==> config.mk <==
export PLATFORM = sky130hd
export DESIGN_NAME = dco_remover
export DESIGN_NICKNAME = d
export VERILOG_FILES = /design/src/rtl/dco_pkg.sv /design/src/rtl/dco_accum.sv /design/src/rtl/dco_divider.sv /design/src/rtl/dco_blend.sv /design/src/rtl/dco_remover.sv
export SDC_FILE = /design/constraint.sdc
export NUM_CORES = 1
export LEC_CHECK = 0
export ABC_CLOCK_PERIOD_IN_PS = 12050
export CORE_ASPECT_RATIO = 1.2
export CORE_MARGIN = 4
export CORE_UTILIZATION = 45
export CTS_CLUSTER_DIAMETER = 150
export DETAILED_ROUTE_END_ITERATION = 8
export MAX_ROUTING_LAYER = met4
export PLACE_DENSITY = 0.68
export REMOVE_ABC_BUFFERS = 1
export SYNTH_ARGS = -nofsm -noshare
export SYNTH_HDL_FRONTEND = slang
export SYNTH_HIERARCHICAL = 1
export SYNTH_SLANG_ARGS = --single-unit
export TNS_END_PERCENT = 5
==> constraint.sdc <==
create_clock -name clk_i -period 12.05 [get_ports clk_i]
set_input_delay 3.615 -clock clk_i [delete_from_list [all_inputs] [get_ports clk_i]]
set_output_delay 3.615 -clock clk_i [all_outputs]
set_load 0.01 [all_outputs]
==> src/rtl/dco_pkg.sv <==
package dco_pkg;
  localparam int COEF_W = 9;
  localparam int FRAC_W = 8;

  typedef enum logic [1:0] {
    DIV_IDLE = 2'd0,
    DIV_RUN  = 2'd1,
    DIV_DONE = 2'd2
  } div_state_e;
endpackage

==> src/rtl/dco_accum.sv <==
module dco_accum #(
  parameter int SAMPLE_W = 16,
  parameter int CNT_W    = 12,
  localparam int SUM_W   = SAMPLE_W + CNT_W
) (
  input  logic                       clk_i,
  input  logic                       rst_ni,
  input  logic signed [SAMPLE_W-1:0] smp_i,
  input  logic                       smp_valid_i,
  input  logic                       close_i,
  output logic signed [SUM_W-1:0]    snap_sum_o,
  output logic [CNT_W-1:0]           snap_cnt_o
);
  localparam logic [CNT_W-1:0] CNT_MAX = '1;

  logic signed [SUM_W-1:0] sum_q, sum_nx;
  logic [CNT_W-1:0]        cnt_q, cnt_nx;

  // samples past the count limit are dropped from the mean
  always_comb begin
    sum_nx = sum_q;
    cnt_nx = cnt_q;
    if (smp_valid_i && (cnt_q != CNT_MAX)) begin
      sum_nx = sum_q + SUM_W'(smp_i);
      cnt_nx = cnt_q + 1'b1;
    end
  end

  always_ff @(posedge clk_i or negedge rst_ni) begin
    if (!rst_ni) begin
      sum_q      <= '0;
      cnt_q      <= '0;
      snap_sum_o <= '0;
      snap_cnt_o <= '0;
    end else if (close_i) begin
      sum_q      <= '0;
      cnt_q      <= '0;
      snap_sum_o <= sum_nx;
      snap_cnt_o <= cnt_nx;
    end else begin
      sum_q <= sum_nx;
      cnt_q <= cnt_nx;
    end
  end
endmodule

==> src/rtl/dco_divider.sv <==
module dco_divider import dco_pkg::*; #(
  parameter int NUM_W = 28,
  parameter int DEN_W = 12,
  parameter int OUT_W = 17
) (
  input  logic             clk_i,
  input  logic             rst_ni,
  input  logic             start_i,
  input  logic [NUM_W-1:0] num_i,
  input  logic [DEN_W-1:0] den_i,
  output logic             busy_o,
  output logic             done_o,
  output logic [OUT_W-1:0] quo_o
);
  localparam int STEP_W = $clog2(NUM_W + 1);

  div_state_e        state_q;
  logic [NUM_W-1:0]  quo_q;
  logic [DEN_W:0]    rem_q;
  logic [DEN_W-1:0]  den_q;
  logic [STEP_W-1:0] step_q;

  logic [DEN_W+1:0]  rem_sh, rem_sub;
  logic              fits;

  // one restoring step per cycle, MSB of the dividend first
  always_comb begin
    rem_sh  = {rem_q, quo_q[NUM_W-1]};
    fits    = rem_sh >= {2'b00, den_q};
    rem_sub = fits ? (rem_sh - {2'b00, den_q}) : rem_sh;
  end

  always_ff @(posedge clk_i or negedge rst_ni) begin
    if (!rst_ni) begin
      state_q <= DIV_IDLE;
      quo_q   <= '0;
      rem_q   <= '0;
      den_q   <= '0;
      step_q  <= '0;
    end else begin
      unique case (state_q)
        DIV_IDLE: if (start_i) begin
          quo_q   <= num_i;
          den_q   <= den_i;
          rem_q   <= '0;
          step_q  <= STEP_W'(NUM_W);
          state_q <= DIV_RUN;
        end
        DIV_RUN: begin
          quo_q  <= {quo_q[NUM_W-2:0], fits};
          rem_q  <= rem_sub[DEN_W:0];
          step_q <= step_q - 1'b1;
          if (step_q == STEP_W'(1)) state_q <= DIV_DONE;
        end
        DIV_DONE: state_q <= DIV_IDLE;
        default:  state_q <= DIV_IDLE;
      endcase
    end
  end

  assign busy_o = state_q != DIV_IDLE;
  assign done_o = state_q == DIV_DONE;
  assign quo_o  = quo_q[OUT_W-1:0];
endmodule

==> src/rtl/dco_blend.sv <==
module dco_blend import dco_pkg::*; #(
  parameter int SAMPLE_W = 16
) (
  input  logic signed [SAMPLE_W-1:0] old_i,
  input  logic signed [SAMPLE_W:0]   meas_i,
  input  logic [COEF_W-1:0]          coef_i,
  output logic signed [SAMPLE_W-1:0] new_o
);
  localparam int DIFF_W = SAMPLE_W + 2;
  localparam int PROD_W = DIFF_W + COEF_W + 1;
  localparam int HI_W   = PROD_W - SAMPLE_W + 1;

  logic signed [DIFF_W-1:0] diff;
  logic signed [COEF_W:0]   coef_s;
  logic signed [PROD_W-1:0] prod, step, total;
  logic [HI_W-1:0]          hi;

  always_comb begin
    diff   = DIFF_W'(meas_i) - DIFF_W'(old_i);
    coef_s = $signed({1'b0, coef_i});
    prod   = PROD_W'(diff) * PROD_W'(coef_s);
    step   = prod >>> FRAC_W;
    total  = PROD_W'(old_i) + step;
    hi     = total[PROD_W-1:SAMPLE_W-1];
    // in range only when every bit above the sign bit matches it
    if ((&hi) || !(|hi)) new_o = total[SAMPLE_W-1:0];
    else if (total[PROD_W-1]) new_o = {1'b1, {(SAMPLE_W-1){1'b0}}};
    else new_o = {1'b0, {(SAMPLE_W-1){1'b1}}};
  end
endmodule

==> src/rtl/dco_remover.sv <==
module dco_remover import dco_pkg::*; #(
  parameter int SAMPLE_W = 16,
  parameter int CNT_W    = 12,
  parameter logic signed [SAMPLE_W-1:0] RST_OFFSET = '0
) (
  input  logic                       clk_i,
  input  logic                       rst_ni,
  input  logic signed [SAMPLE_W-1:0] smp_i,
  input  logic                       smp_valid_i,
  input  logic                       interval_end_i,
  input  logic [COEF_W-1:0]          coef_i,
  input  logic                       host_wr_i,
  input  logic signed [SAMPLE_W-1:0] host_offset_i,
  output logic signed [SAMPLE_W-1:0] corr_o,
  output logic                       corr_valid_o
);
  localparam int SUM_W = SAMPLE_W + CNT_W;
  localparam int MAG_W = SAMPLE_W + 1;

  logic signed [SUM_W-1:0]    snap_sum;
  logic [CNT_W-1:0]           snap_cnt;
  logic [SUM_W-1:0]           sum_mag;
  logic [MAG_W-1:0]           div_quo;
  logic signed [MAG_W-1:0]    meas;
  logic signed [SAMPLE_W-1:0] offset_q, blend_new;
  logic signed [SAMPLE_W:0]   raw_diff;
  logic accept, accept_q, start, div_busy, div_done;
  logic neg_q, discard_q, apply, in_flight;

  dco_accum #(.SAMPLE_W(SAMPLE_W), .CNT_W(CNT_W)) i_accum (
    .clk_i       (clk_i),
    .rst_ni      (rst_ni),
    .smp_i       (smp_i),
    .smp_valid_i (smp_valid_i),
    .close_i     (interval_end_i),
    .snap_sum_o  (snap_sum),
    .snap_cnt_o  (snap_cnt)
  );

  // one update in flight at a time; later interval ends are dropped
  assign in_flight = accept_q | div_busy;
  assign accept    = interval_end_i & ~in_flight;
  assign start     = accept_q & (snap_cnt != '0);
  assign sum_mag   = snap_sum[SUM_W-1] ? -snap_sum : snap_sum;

  dco_divider #(.NUM_W(SUM_W), .DEN_W(CNT_W), .OUT_W(MAG_W)) i_div (
    .clk_i   (clk_i),
    .rst_ni  (rst_ni),
    .start_i (start),
    .num_i   (sum_mag),
    .den_i   (snap_cnt),
    .busy_o  (div_busy),
    .done_o  (div_done),
    .quo_o   (div_quo)
  );

  assign meas = neg_q ? -$signed(div_quo) : $signed(div_quo);

  dco_blend #(.SAMPLE_W(SAMPLE_W)) i_blend (
    .old_i  (offset_q),
    .meas_i (meas),
    .coef_i (coef_i),
    .new_o  (blend_new)
  );

  assign apply = div_done & ~discard_q & ~host_wr_i;

  always_ff @(posedge clk_i or negedge rst_ni) begin
    if (!rst_ni) begin
      accept_q  <= 1'b0;
      neg_q     <= 1'b0;
      discard_q <= 1'b0;
      offset_q  <= RST_OFFSET;
    end else begin
      accept_q <= accept;
      if (start) neg_q <= snap_sum[SUM_W-1];
      // host write cancels the update of any interval already closed
      if (accept) discard_q <= host_wr_i;
      else if (host_wr_i && in_flight) discard_q <= 1'b1;
      else if (div_done) discard_q <= 1'b0;
      if (host_wr_i) offset_q <= host_offset_i;
      else if (apply) offset_q <= blend_new;
    end
  end

  // correction path
  assign raw_diff = (SAMPLE_W+1)'(smp_i) - (SAMPLE_W+1)'(offset_q);

  always_ff @(posedge clk_i or negedge rst_ni) begin
    if (!rst_ni) begin
      corr_o       <= '0;
      corr_valid_o <= 1'b0;
    end else begin
      corr_valid_o <= smp_valid_i;
      if (smp_valid_i) begin
        if (raw_diff[SAMPLE_W] == raw_diff[SAMPLE_W-1]) corr_o <= raw_diff[SAMPLE_W-1:0];
        else if (raw_diff[SAMPLE_W]) corr_o <= {1'b1, {(SAMPLE_W-1){1'b0}}};
        else corr_o <= {1'b0, {(SAMPLE_W-1){1'b1}}};
      end
    end
  end
endmodule

==> flow_results.xml <==
<?xml version="1.0" encoding="UTF-8"?>
<metrics>
  <group name="setup_path">
    <metric name="worstPathBufferInverterCount" unit="">7</metric>
    <metric name="crit_path_frequent_cell" unit="">sky130_fd_sc_hd__o21ai_0</metric>
    <metric name="worst_path_largest_cell_delay" unit="ps">540</metric>
    <metric name="critPathTopFamily" unit="">compound AO/OA/AOI/OAI gates</metric>
    <metric name="required" unit="ps">12400</metric>
    <metric name="start_kind" unit="">primary input</metric>
    <metric name="crit_path_max_fanout" unit="">15</metric>
    <metric name="critPathKind" unit="">in2reg</metric>
    <metric name="timing.critical_path.slowest_stage_cell" unit="">sky130_fd_sc_hd__fa_1</metric>
    <metric name="timing.critical_path.to_type" unit="">flip-flop</metric>
    <metric name="crit_arrival" unit="ps">11690</metric>
  </group>
  <group name="floorplanning">
    <metric name="floorplan.die.width" unit="µm">196</metric>
    <metric name="floorplan.io_pins" unit="">63</metric>
    <metric name="die_area" unit="µm²">45900</metric>
    <metric name="floorplan.core_area" unit="µm²">42000</metric>
    <metric name="dieHeight" unit="µm">234</metric>
    <metric name="placement_rows" unit="">82</metric>
    <metric name="start_util" unit="%">45.6</metric>
  </group>
  <group name="logic_synthesis">
    <metric name="synth_top_area_share" unit="%">23.0</metric>
    <metric name="ys_async_sr_fraction" unit="%">100</metric>
    <metric name="synthesis.instances" unit="">2216</metric>
    <metric name="yosys-top-cells-area" unit="">sky130_fd_sc_hd__dfrtp_1, sky130_fd_sc_hd__fa_1, sky130_fd_sc_hd__ha_1, sky130_fd_sc_hd__nand2_1, sky130_fd_sc_hd__inv_1</metric>
    <metric name="postSynth.topFlopCell" unit="">sky130_fd_sc_hd__dfrtp_1</metric>
    <metric name="number_of_enable_type_register_cells_in_the_synthesized_netlist" unit="">0</metric>
    <metric name="yosys_register_bits" unit="">176</metric>
    <metric name="synth_largest_area_cell" unit="">sky130_fd_sc_hd__dfrtp_1</metric>
    <metric name="synth_seq_area_share" unit="%">23.0</metric>
    <metric name="synth_area_per_cell" unit="µm²">8.64</metric>
    <metric name="synthesized_cell_area" unit="µm²">19200</metric>
    <metric name="synth_cell_type_count" unit="">102</metric>
    <metric name="synth_warnings" unit="">6</metric>
  </group>
  <group name="status">
    <metric name="status" unit="">complete, no violations</metric>
  </group>
  <group name="clock_network">
    <metric name="tritoncts_num_sinks" unit="">176</metric>
    <metric name="cts_inserted_buffers" unit="">17</metric>
    <metric name="clock_path_buffers" unit="">2</metric>
    <metric name="h-tree-depth" unit="">4</metric>
    <metric name="cts-root-buf" unit="">sky130_fd_sc_hd__clkbuf_16</metric>
    <metric name="clock_transition_at_the_registers_of_the_reported_paths" unit="ps">60</metric>
    <metric name="clk_latency" unit="ps">450</metric>
    <metric name="cts_setup_buffers" unit="">0</metric>
    <metric name="cts_tree" unit="">done</metric>
  </group>
  <group name="drt">
    <metric name="dr_total_vias" unit="">15400</metric>
    <metric name="wirelength" unit="µm">47400</metric>
    <metric name="drc_violations_left" unit="">0</metric>
    <metric name="detailedRoute.firstIterationViolations" unit="">823</metric>
    <metric name="drt_pre_antenna_iters" unit="">5</metric>
    <metric name="number_of_antenna_violating_nets_in_the_routed_design" unit="">0</metric>
    <metric name="drt-wirelength-per-cell" unit="µm">17.0</metric>
    <metric name="vias_per_cell" unit="">5.54</metric>
  </group>
  <group name="grt">
    <metric name="grt_first_pass_wirelength" unit="µm">79200</metric>
    <metric name="grt_max_degree" unit="">103</metric>
    <metric name="grt_use_total" unit="%">21.7</metric>
    <metric name="grt_overflow_total" unit="">0</metric>
    <metric name="grt_pass1_vias" unit="">15600</metric>
    <metric name="number_of_antenna_violations_at_the_first_check_in_global_routing" unit="">1</metric>
  </group>
  <group name="sta">
    <metric name="timing.final.max_slew_violations" unit="">0</metric>
    <metric name="tns" unit="ps">0</metric>
    <metric name="fmax" unit="MHz">88.2</metric>
    <metric name="pin_slew_with_the_least_headroom_to_its_limit" unit="ps">1230</metric>
    <metric name="setup_viol_count_final" unit="">0</metric>
    <metric name="worst_setup_slack_after_layout" unit="ps">711</metric>
    <metric name="slew_headroom" unit="%">17.6</metric>
    <metric name="final-hold-violation-count" unit="">0</metric>
    <metric name="final.period_utilization" unit="%">94.1</metric>
    <metric name="fin_skew" unit="ps">12.4</metric>
    <metric name="final.min_clock_period" unit="ps">11340</metric>
    <metric name="rsz0062_at_grt" unit="">false</metric>
  </group>
  <group name="layout">
    <metric name="nNetsFinal" unit="">2570</metric>
    <metric name="multi_input_comb_area" unit="µm²">13300</metric>
    <metric name="layout-drive-gt1-share" unit="%">6.26</metric>
    <metric name="area_growth_syn_to_layout" unit="%">8.39</metric>
    <metric name="layout_commonest_cell" unit="">sky130_fd_sc_hd__nand2_1</metric>
    <metric name="mostFrequentLayoutCells" unit="">sky130_fd_sc_hd__nand2_1, sky130_fd_sc_hd__inv_1, sky130_fd_sc_hd__dfrtp_1, sky130_fd_sc_hd__ha_1, sky130_fd_sc_hd__a21oi_1</metric>
    <metric name="fillers" unit="">4023</metric>
    <metric name="register_area" unit="µm²">4400</metric>
  </group>
  <group name="run">
    <metric name="max-cap-violations" unit="">0</metric>
  </group>
  <group name="placement">
    <metric name="buffer_ports.inserted" unit="">62</metric>
    <metric name="routabilityCongestion" unit="">0.916</metric>
    <metric name="detailedPlace.worstSlack" unit="ps">290</metric>
    <metric name="detailed_place_hpwl" unit="µm">37100</metric>
  </group>
  <group name="worst_hold_path">
    <metric name="worst_min_delay_path_class" unit="">reg2reg</metric>
  </group>
</metrics>
[final cells by class]
cell class,count,area share (%)
Multi-Input combinational cell,1690,64.2
Tap cell,546,3.29
Antenna cell,1,0.0121
Clock buffer,20,2.25
Sequential cell,176,21.2
Timing Repair Buffer,87,3.89
Clock inverter,12,0.645
Inverter,251,4.54
[synthesized netlist by cell type, types with 25 or more instances]
| cell type | instances |
|---|---|
| sky130_fd_sc_hd__and2_1 | 63 |
| sky130_fd_sc_hd__o21ai_0 | 103 |
| sky130_fd_sc_hd__a21o_1 | 32 |
| sky130_fd_sc_hd__mux2i_1 | 31 |
| sky130_fd_sc_hd__inv_1 | 250 |
| sky130_fd_sc_hd__fa_1 | 140 |
| sky130_fd_sc_hd__nand2_1 | 265 |
| sky130_fd_sc_hd__a22oi_1 | 29 |
| sky130_fd_sc_hd__nor3_1 | 29 |
| sky130_fd_sc_hd__nor2_1 | 143 |
| sky130_fd_sc_hd__dfrtp_1 | 176 |
| sky130_fd_sc_hd__ha_1 | 161 |
| sky130_fd_sc_hd__xor2_1 | 49 |
| sky130_fd_sc_hd__nor2b_1 | 25 |
| sky130_fd_sc_hd__a21oi_1 | 149 |
| sky130_fd_sc_hd__xnor2_1 | 90 |
| sky130_fd_sc_hd__nand3_1 | 48 |
| sky130_fd_sc_hd__clkbuf_1 | 55 |
[state kept, by name (all words and copies together), names as in the netlist]
name                cells
i_accum/snap_sum_o     28
i_accum/sum_q          28
i_div/quo_q            28
corr_o                 16
offset_q               16
i_div/rem_q            13
i_accum/cnt_q          12
i_accum/snap_cnt_o     12
i_div/den_q            12
i_div/step_q            5
i_div/state_q           2
accept_q                1
corr_valid_o            1
discard_q               1
neg_q                   1
[stage by stage]
| stage | instances | hold slack (ps) | instance area, µm² | util (%) |
|---|---|---|---|---|
| floorplan | 2117 | 446 | 18600 | - |
| global placement | 2750 | 459 | 20100 | 48.0 |
| detailed placement | 2750 | 465 | 20100 | 48.0 |
| CTS | 2782 | 484 | 20700 | 49.4 |
| global route | 2783 | 503 | 20800 | 49.5 |
| finish | 2783 | 479 | 20800 | 49.5 |
[metal layers]
metal / share of wire, % / track usage (%) / up-vias
met5: 0 / - / -
met3: 3.6 / 2.31 / 88
met1: 43 / 26.8 / 7480
met2: 50 / 36.8 / 308
met4: 3.6 / 8.27 / 0
li1: - / - / 7533
[worst reg2reg max path: cells and delay by family, from the launching register on]
family	cells	cell delay, ps
compound gates	18	3960
simple gates	8	1480
fa+ha+maj	8	3540
xor+xnor	3	1090
mux	1	80
buf+inv	4	400
flops	1	440
[what timing repair did]
action | in CTS | in global routing
endpoints found under the setup margin | 0 | 1
resized for setup | 0 | 1
hold buffers | 0 | 0
[logic make-up (layout without fill, tap and decap cells)]
logic type      count (synthesis)  count (layout)  synth area share, %
mux                            34              34                 1.80
buf+inv                       350             370                 7.60
xor+xnor                      140             140                 6.44
compound gates                515             515                 18.5
flops                         176             176                 23.0
fa+ha+maj                     302             302                 25.2
other cells                     0               1                    0
simple gates                  699             699                 17.5
[worst paths after layout]
kind                            startpoint                 to  slack, ps  cells after the start
setup / recovery                 coef_i[4]        offset_q[2]        710                     33
hold / removal             i_div/quo_q[26]    i_div/quo_q[26]        480                      2
setup reg to reg            i_div/quo_q[2]        offset_q[2]        950                     42
hold reg to reg            i_div/quo_q[26]    i_div/quo_q[26]        480                      2
max in group asynchronous           rst_ni  i_accum/sum_q[23]       7160                      2
min in group asynchronous           rst_ni     i_div/rem_q[5]       3270                      1
Power is not shown: default switching activity piles up to over one toggle a cycle in this logic, so the estimate is an artifact.
